--- config.mk ---
export PLATFORM = sky130hd
export DESIGN_NAME = irq_mode_router
export DESIGN_NICKNAME = d
export VERILOG_FILES = /design/src/rtl/irq_router_pkg.sv /design/src/rtl/irq_input_stage.sv /design/src/rtl/irq_nmi_stretch.sv /design/src/rtl/irq_level_map.sv /design/src/rtl/irq_prio_scan.sv /design/src/rtl/irq_mode_router.sv
export SDC_FILE = /design/constraint.sdc
export NUM_CORES = 1
export LEC_CHECK = 0
export BUFFER_PORTS_ARGS = -buffer_cell sky130_fd_sc_hd__buf_2
export CAP_MARGIN = 20
export CELL_PAD_IN_SITES_DETAIL_PLACEMENT = 1
export CELL_PAD_IN_SITES_GLOBAL_PLACEMENT = 2
export CORE_AREA = 8 8 90 92
export CTS_BUF_LIST = sky130_fd_sc_hd__clkbuf_16
export CTS_CLUSTER_SIZE = 16
export DETAILED_ROUTE_END_ITERATION = 10
export DIE_AREA = 0 0 98 100
export PLACE_DENSITY_LB_ADDON = 0.1
export SLEW_MARGIN = 20
export SYNTH_ARGS = -nofsm -noshare
export SYNTH_HDL_FRONTEND = slang
export SYNTH_HIERARCHICAL = 1
export SYNTH_SLANG_ARGS = --single-unit
--- constraint.sdc ---
create_clock -name clk -period 3 [get_ports clk]
set_input_delay 0.3 -clock clk [delete_from_list [all_inputs] [get_ports clk]]
set_output_delay 0.3 -clock clk [all_outputs]
set_load 0.1 [all_outputs]
--- src/rtl/irq_router_pkg.sv ---
package irq_router_pkg;
   localparam int NUM_SRC  = 5;
   localparam int SRC_VIA1 = 0;
   localparam int SRC_VIA2 = 1;
   localparam int SRC_ETH  = 2;
   localparam int SRC_SER  = 3;
   localparam int SRC_NMI  = 4;

   // CPU level per source; 0 = not routed to the CPU
   function automatic int src_level(int src, bit classic);
      case (src)
         SRC_VIA1: return 1;
         SRC_VIA2: return 2;
         SRC_ETH:  return classic ? 0 : 3;
         SRC_SER:  return 4;
         SRC_NMI:  return 7;
         default:  return 0;
      endcase
   endfunction

   // which sources land on a given CPU level
   function automatic logic [NUM_SRC-1:0] src_mask(int lvl, bit classic);
      logic [NUM_SRC-1:0] m;
      m = '0;
      for (int s = 0; s < NUM_SRC; s++)
         if (src_level(s, classic) == lvl) m[s] = 1'b1;
      return m;
   endfunction
endpackage

--- src/rtl/irq_input_stage.sv ---
module irq_input_stage
   import irq_router_pkg::*;
(
   input  logic clk,
   input  logic rst_n,
   input  logic aux_mode,
   input  logic via1_req,
   input  logic via2_req,
   input  logic eth_req,
   input  logic ser_a_req,
   input  logic ser_b_req,
   output logic classic_q,
   output logic via1_q,
   output logic via2_q,
   output logic eth_q,
   output logic ser_q
);
   always_ff @(posedge clk) begin
      if (!rst_n) begin
         classic_q <= 1'b0;
         via1_q    <= 1'b0;
         via2_q    <= 1'b0;
         eth_q     <= 1'b0;
         ser_q     <= 1'b0;
      end else begin
         classic_q <= aux_mode;
         via1_q    <= via1_req;
         via2_q    <= via2_req;
         eth_q     <= eth_req;
         ser_q     <= ser_a_req | ser_b_req;
      end
   end
endmodule

--- src/rtl/irq_nmi_stretch.sv ---
module irq_nmi_stretch #(
   parameter int HOLD_CYCLES = 25_000_000
) (
   input  logic clk,
   input  logic rst_n,
   input  logic trig,
   output logic active
);
   localparam int CNT_W = $clog2(HOLD_CYCLES + 1);

   logic [CNT_W-1:0] remain;

   always_ff @(posedge clk) begin
      if (!rst_n) begin
         remain <= '0;
         active <= 1'b0;
      end else if (trig) begin
         remain <= CNT_W'(HOLD_CYCLES);
         active <= 1'b1;
      end else if (remain != '0) begin
         remain <= remain - 1'b1;
         active <= (remain != CNT_W'(1));
      end
   end
endmodule

--- src/rtl/irq_level_map.sv ---
module irq_level_map
   import irq_router_pkg::*;
#(
   parameter int PEND_W = 8
) (
   input  logic [NUM_SRC-1:0] src,
   input  logic               classic,
   output logic [PEND_W-1:0]  pend_next,
   output logic               slot_next
);
   for (genvar b = 0; b < PEND_W; b++) begin : g_bit
      localparam logic [NUM_SRC-1:0] M_CL = src_mask(b + 1, 1'b1);
      localparam logic [NUM_SRC-1:0] M_AL = src_mask(b + 1, 1'b0);
      assign pend_next[b] = |(src & (classic ? M_CL : M_AL));
   end

   assign slot_next = classic & src[SRC_ETH];
endmodule

--- src/rtl/irq_prio_scan.sv ---
module irq_prio_scan #(
   parameter int PEND_W   = 8,
   parameter int LEVEL_W  = 3,
   parameter int VEC_W    = 8,
   parameter int VEC_BASE = 24
) (
   input  logic [PEND_W-1:0]  pend,
   output logic [LEVEL_W-1:0] level,
   output logic [VEC_W-1:0]   vector
);
   // ascending walk: the last hit is the highest set bit
   always_comb begin
      level  = '0;
      vector = '0;
      for (int i = 0; i < PEND_W; i++) begin
         if (pend[i]) begin
            level  = LEVEL_W'(i + 1);
            vector = VEC_W'(VEC_BASE + i + 1);
         end
      end
   end
endmodule

--- src/rtl/irq_mode_router.sv ---
module irq_mode_router
   import irq_router_pkg::*;
#(
   parameter int LEVEL_W         = 3,
   parameter int VEC_W           = 8,
   parameter int VEC_BASE        = 24,
   parameter int NMI_HOLD_CYCLES = 25_000_000
) (
   input  logic               clk,
   input  logic               rst_n,
   input  logic               aux_mode,
   input  logic               via1_req,
   input  logic               via2_req,
   input  logic               eth_req,
   input  logic               ser_a_req,
   input  logic               ser_b_req,
   input  logic               nmi_trig,
   output logic [LEVEL_W-1:0] cpu_ipl,
   output logic [VEC_W-1:0]   cpu_vec,
   output logic               slot_irq
);
   localparam int PEND_W = 1 << LEVEL_W;

   if (NMI_HOLD_CYCLES < 1) begin : g_bad_hold
      $error("NMI_HOLD_CYCLES must be at least 1");
   end
   if (LEVEL_W != 3) begin : g_bad_level
      $error("LEVEL_W must be 3 for a seven-level CPU");
   end
   if (VEC_BASE + PEND_W >= (1 << VEC_W)) begin : g_bad_vec
      $error("VEC_BASE plus levels exceeds VEC_W");
   end

   logic classic_q, via1_q, via2_q, eth_q, ser_q, nmi_act;
   logic [NUM_SRC-1:0] src_vec;
   logic [PEND_W-1:0]  pend_next, pend_q;
   logic               slot_next;

   irq_input_stage u_in (
      .clk(clk), .rst_n(rst_n), .aux_mode(aux_mode),
      .via1_req(via1_req), .via2_req(via2_req), .eth_req(eth_req),
      .ser_a_req(ser_a_req), .ser_b_req(ser_b_req),
      .classic_q(classic_q), .via1_q(via1_q), .via2_q(via2_q),
      .eth_q(eth_q), .ser_q(ser_q)
   );

   irq_nmi_stretch #(.HOLD_CYCLES(NMI_HOLD_CYCLES)) u_nmi (
      .clk(clk), .rst_n(rst_n), .trig(nmi_trig), .active(nmi_act)
   );

   always_comb begin
      src_vec           = '0;
      src_vec[SRC_VIA1] = via1_q;
      src_vec[SRC_VIA2] = via2_q;
      src_vec[SRC_ETH]  = eth_q;
      src_vec[SRC_SER]  = ser_q;
      src_vec[SRC_NMI]  = nmi_act;
   end

   irq_level_map #(.PEND_W(PEND_W)) u_map (
      .src(src_vec), .classic(classic_q),
      .pend_next(pend_next), .slot_next(slot_next)
   );

   always_ff @(posedge clk) begin
      if (!rst_n) begin
         pend_q   <= '0;
         slot_irq <= 1'b0;
      end else begin
         pend_q   <= pend_next;
         slot_irq <= slot_next;
      end
   end

   irq_prio_scan #(
      .PEND_W(PEND_W), .LEVEL_W(LEVEL_W), .VEC_W(VEC_W), .VEC_BASE(VEC_BASE)
   ) u_scan (
      .pend(pend_q), .level(cpu_ipl), .vector(cpu_vec)
   );
endmodule

After elaboration in Yosys (flattened, before gate mapping)
Index checks and enable logic that the tools add are counted.

Input port bits: 9. Output and inout bits: 12. Register bits after elaboration: 40. Word-level logic and storage cells: 42.

Reductions and logical operators: 4. Mux-type cells: 21. Add/subtract/negate cells: 1. Equality and inequality tests: 1. Bitwise logic cells: 4.

Operator list (count): 2-to-1 mux 25 bit (2); 2-to-1 mux 5 bit (7); inequality test 25 x 1 -> 1 bit, second input constant (1); nonzero test 25 bit (1); subtractor 25 x 1 -> 25 bit, second input constant (1); 2-to-1 mux 3 bit (6); 2-to-1 mux 6 bit (1); bitwise AND 5 x 3 -> 5 bit (1); OR reduction 5 bit (1); 2-to-1 mux 2 bit (2); 2-to-1 mux 1 bit (3); nonzero test 2 bit (1); OR reduction 2 bit (1); bitwise AND 1 bit (1); NOT 1 bit (1); bitwise OR 1 bit (1).

Longest topological paths before layout
Depth after elaboration: 8. Gate-level depth with buffers: 8.

Modules after synthesis
Netlist, hierarchy kept.

Modules (own cells, without submodules): irq_nmi_stretch (instances 1, cells each 149, area an instance 1351.3 µm², seq. area each 520.5 µm²); irq_mode_router (instances 1, cells each 18, area an instance 236.5 µm², seq. area each 180.2 µm²); irq_prio_scan (instances 1, cells each 22, area an instance 141.4 µm², seq. area each 0.0 µm²); irq_input_stage (instances 1, cells each 10, area an instance 132.6 µm², seq. area each 100.1 µm²); irq_level_map (instances 1, cells each 10, area an instance 72.6 µm², seq. area each 0.0 µm²).

Worst setup path before layout
Ideal clock, no wire load.

Path kind: register -> output. Start point: reg pend_q[7]. End point: out cpu_vec[0]. Data arrival time: 2.748 ns. Data required time: 2.700 ns. Stages on the path, launching flop included: 3. Path slack: -0.048 ns. Cells stage by stage: dfxtp_1 o41ai_2 buf_4.

Word-level cells in the longest chain between the ends: 1.

Ends and longest elaborated chain: start: declaration (RTL line irq_mode_router.sv:36) `logic [PEND_W-1:0] pend_next, pend_q;`; start signal: assignment (RTL line irq_mode_router.sv:70) `pend_q <= pend_next;`; 2-to-1 mux 6 bit (RTL line irq_prio_scan.sv:16) `if (pend[i]) begin`; end: declaration (RTL line irq_mode_router.sv:19) `output logic [VEC_W-1:0] cpu_vec,`.

Every way passes these cells.

Worst setup path in the final report
Start point: reg u_nmi.remain[2]. End point: reg u_nmi.remain[22].

Word-level cells in the longest chain between the ends: 3. Elaborated cells between the ends (all ways): 5. Those cells by class: 1 x add/sub; 2 x mux; 2 x reduce/logical.

Ends and longest elaborated chain: start: declaration (RTL line irq_nmi_stretch.sv:11) `logic [CNT_W-1:0] remain;`; start signal: assignment (RTL line irq_nmi_stretch.sv:18) `remain <= CNT_W'(HOLD_CYCLES);`; start signal: assignment (RTL line irq_nmi_stretch.sv:21) `remain <= remain - 1'b1;`; subtractor 25 x 1 -> 25 bit (RTL line irq_nmi_stretch.sv:21); 2-to-1 mux 25 bit (RTL line irq_nmi_stretch.sv:20) `end else if (remain != '0) begin`; 2-to-1 mux 25 bit (RTL line irq_nmi_stretch.sv:17) `end else if (trig) begin`.

Parallel ways exist; a longest one is shown, timed or not. The select of a mux whose other input is x is not followed. A chain may end at the register's enable or synchronous reset.

==> results.cfg <==
[floorplanning]
io_pins = 21
fp.dieH_um = 100
rows = 30
die_area_mm2 = 0.009800
start_util_pct = 29.11
core_mm2 = 0.006644
die_x_um = 98

[grt]
busiest_layer = met2
grt_max_degree = 22
use_met2_pct = 17.23
grt_pass1_vias = 1622
overflow = 0
grt_use_met3_pct = 2.976
track_usage_pct = 9.969
grt_util_met1_pct = 11.38
antenna_found_initial = 0
grt_pass1_wl_um = 7879

[worst_setup_path]
r2r_cells = 5
r2r-end = u_nmi/remain[22]$_SDFFE_PN0P_
rrSetupSlack_ns = 0.31
startpoint = u_nmi/remain[2]$_SDFFE_PP0P_
crit_chain = or4_1 -> or3_1 -> or4_4 -> or4_1 -> a31oi_1
crit_cells = 5
timing.critical_path.buf_inv = 0
cpPeakStageDelay_ns = 0.68
reg2reg_from = u_nmi/remain[2]$_SDFFE_PP0P_
crit_end = u_nmi/remain[22]$_SDFFE_PN0P_
worstPathArrival_ns = 2.89
cp-end-kind = flip-flop
worst_path_most_repeated_cell = or4_1
critPathLaunchType = flip-flop
critPathRequiredTime_ns = 3.20
cp_slowest_cell = or4_1
worstSetupPathType = flip-flop to flip-flop
path_delay_family = simple AND/OR/NAND/NOR gates
path_max_fanout = 8

[synthesis]
ys_ff_latch = 40
synth_commonest_cells = dfxtp_1 (40), buf_4 (16), or4_1 (15), and2_1 (14), a21oi_1 (13)
synthDominantCellAreaShare_pct = 41.40
ys_seq_area_share_pct = 41.40
ys_top_cells_by_area = dfxtp_1 (41%), buf_4 (6.2%), or4_1 (5.8%), and2_1 (4.5%), o31ai_1 (4.3%)
syn_avg_cell_area_um2 = 9.255
ys_warn_count = 6
syn_inst = 209
yosysMostFrequentCell = dfxtp_1
syn_area_mm2 = 0.001934
synth-edff-count = 0
yosysUniqueCellTypes = 44
synthFlopType = dfxtp_1
async_flop_share_pct = 0
synth_top_cell_by_area = dfxtp_1

[power]
total_power_mw = 1.432
power.density_mw_per_mm2 = 656.9
p_leak_nw = 0.8447
ir_drop_v = 0.0002782

[outcome]
status = finished, final reports clean

[cts]
cts.sinks = 40
cts_tree = done
clk-insertion-delay-late_ns = 0.28
htree_levels = 2
cts_made_buffers = 5
post_cts_buffers = 0
cts_root_buf = clkbuf_16
hold_buffers = 0
cts_resized = 0
clockBufferDepth = 2
clk_pin_slew_worst_paths_ns = 0.06

[timing]
finalSetupViolCount = 0
tightestPinTransition_ns = 0.5427
min_period_over_period_pct = 89.65
fin_crit_ns = 2.689
fmax_ghz = 0.3718
slew_viol_final = 0
rsz0062_at_grt = false
layout_setup_ws_ns = 0.3106
finalHoldViolCount = 0
max_slew_margin_pct = 63.49
whs_ns = 0.2237
skew_ns = 0.004993
setup_tns_ns = 0

[final_layout]
layout-drive-gt1-share_pct = 18.64
final_nets = 231
synthToLayoutAreaGrowth_pct = 12.68
post-route-cell-area_mm2 = 0.002180
num_antenna_cells = 0
final_core_util_pct = 32.81
finalNonFillerCells = 300

[route]
wl_um = 4737
drt-vias-per-instance = 5.347
wl_per_cell_um = 15.79
first_iter_violations = 65
first_pass_iters = 4
drc = 0
ant_nets = 0
routed-via-count = 1604

[run]
drv_cap = 0

[place]
preCtsSetupSlack_ns = 0.3301
dp_hpwl_um = 3551
port_buffers = 18
gp_congestion = 0.7376
place_area_mm2 = 0.002041
placed_cells = 292

[min_path]
hp-class = primary input to flip-flop
## kinds of logic (layout without fill, tap and decap cells)
logic type,count (synthesis),after routing,synth area share (%)
fa+ha+maj,3,3,1.941
buf+inv,31,39,9.638
mux,2,2,1.100
flops,40,40,41.40
simple gates,79,79,26.00
xor+xnor,3,3,1.359
compound gates,49,49,18.18
other cells,2,5,0.3882
## area by class of cell
class                   count  area, um^2
repair buffers             23       140.1
fillers                   782        4464
inverters                   8       30.03
well taps                  80       100.1
clock buffers               5       125.1
clock inverters             3       13.76
multi-input cells         141       969.7
flip-flops and latches     40       800.8
## layout by cell type, fill, tap and decap left out, types with 4 or more instances in the layout
| master | instances |
|---|---|
| o31ai_1 | 11 |
| buf_2 | 18 |
| buf_4 | 4 |
| nor4_1 | 8 |
| a31oi_1 | 8 |
| or4_1 | 15 |
| nand2_1 | 4 |
| nor2_1 | 7 |
| nor3_1 | 4 |
| clkbuf_16 | 5 |
| or3_1 | 11 |
| and2_1 | 14 |
| conb_1 | 5 |
| dfxtp_1 | 40 |
| a21oi_1 | 13 |
| inv_1 | 7 |
## layer usage
metal	share of wire (%)	up-vias
li1	-	785
met1	44	784
met2	49	27
met3	5.4	8
met4	1.2	0
met5	0	-
## power by group
group / switching (mW) / total (mW) / internal, mW
clock: 0.205 / 0.507 / 0.302
sequential: 0.0358 / 0.602 / 0.566
combinational: 0.228 / 0.323 / 0.0946
## state kept, by name (all words and copies together), names as in the netlist
name            count
u_in/ser_q          1
u_nmi/active        1
u_in/classic_q      1
u_nmi/remain       25
pend_q              8
slot_irq            1
u_in/via1_q         1
u_in/via2_q         1
u_in/eth_q          1
## worst register-to-register path, delay by kind of cell (launching register included)
family | cells | cell delay [ns]
AOI/OAI and AO/OA | 1 | 0.18
DFF | 1 | 0.36
and+or+nand+nor | 4 | 2.08
## worst min path at each step
stage / slack, ns / endpoint / startpoint / cells after the start
after floorplan: 0.41 / u_in/ser_q$_SDFF_PN0_ / ser_a_req / 1
after global placement: 0.41 / pend_q[0]$_SDFF_PN0_ / u_in/via1_q$_SDFF_PN0_ / 1
after detailed placement: 0.43 / pend_q[3]$_SDFF_PN0_ / u_in/ser_q$_SDFF_PN0_ / 1
after CTS: 0.22 / u_in/ser_q$_SDFF_PN0_ / ser_a_req / 2
after global routing: 0.23 / u_in/via2_q$_SDFF_PN0_ / via2_req / 2
final: 0.22 / u_in/ser_q$_SDFF_PN0_ / ser_a_req / 2
No activity file was read; power rests on OpenSTA's default activity.
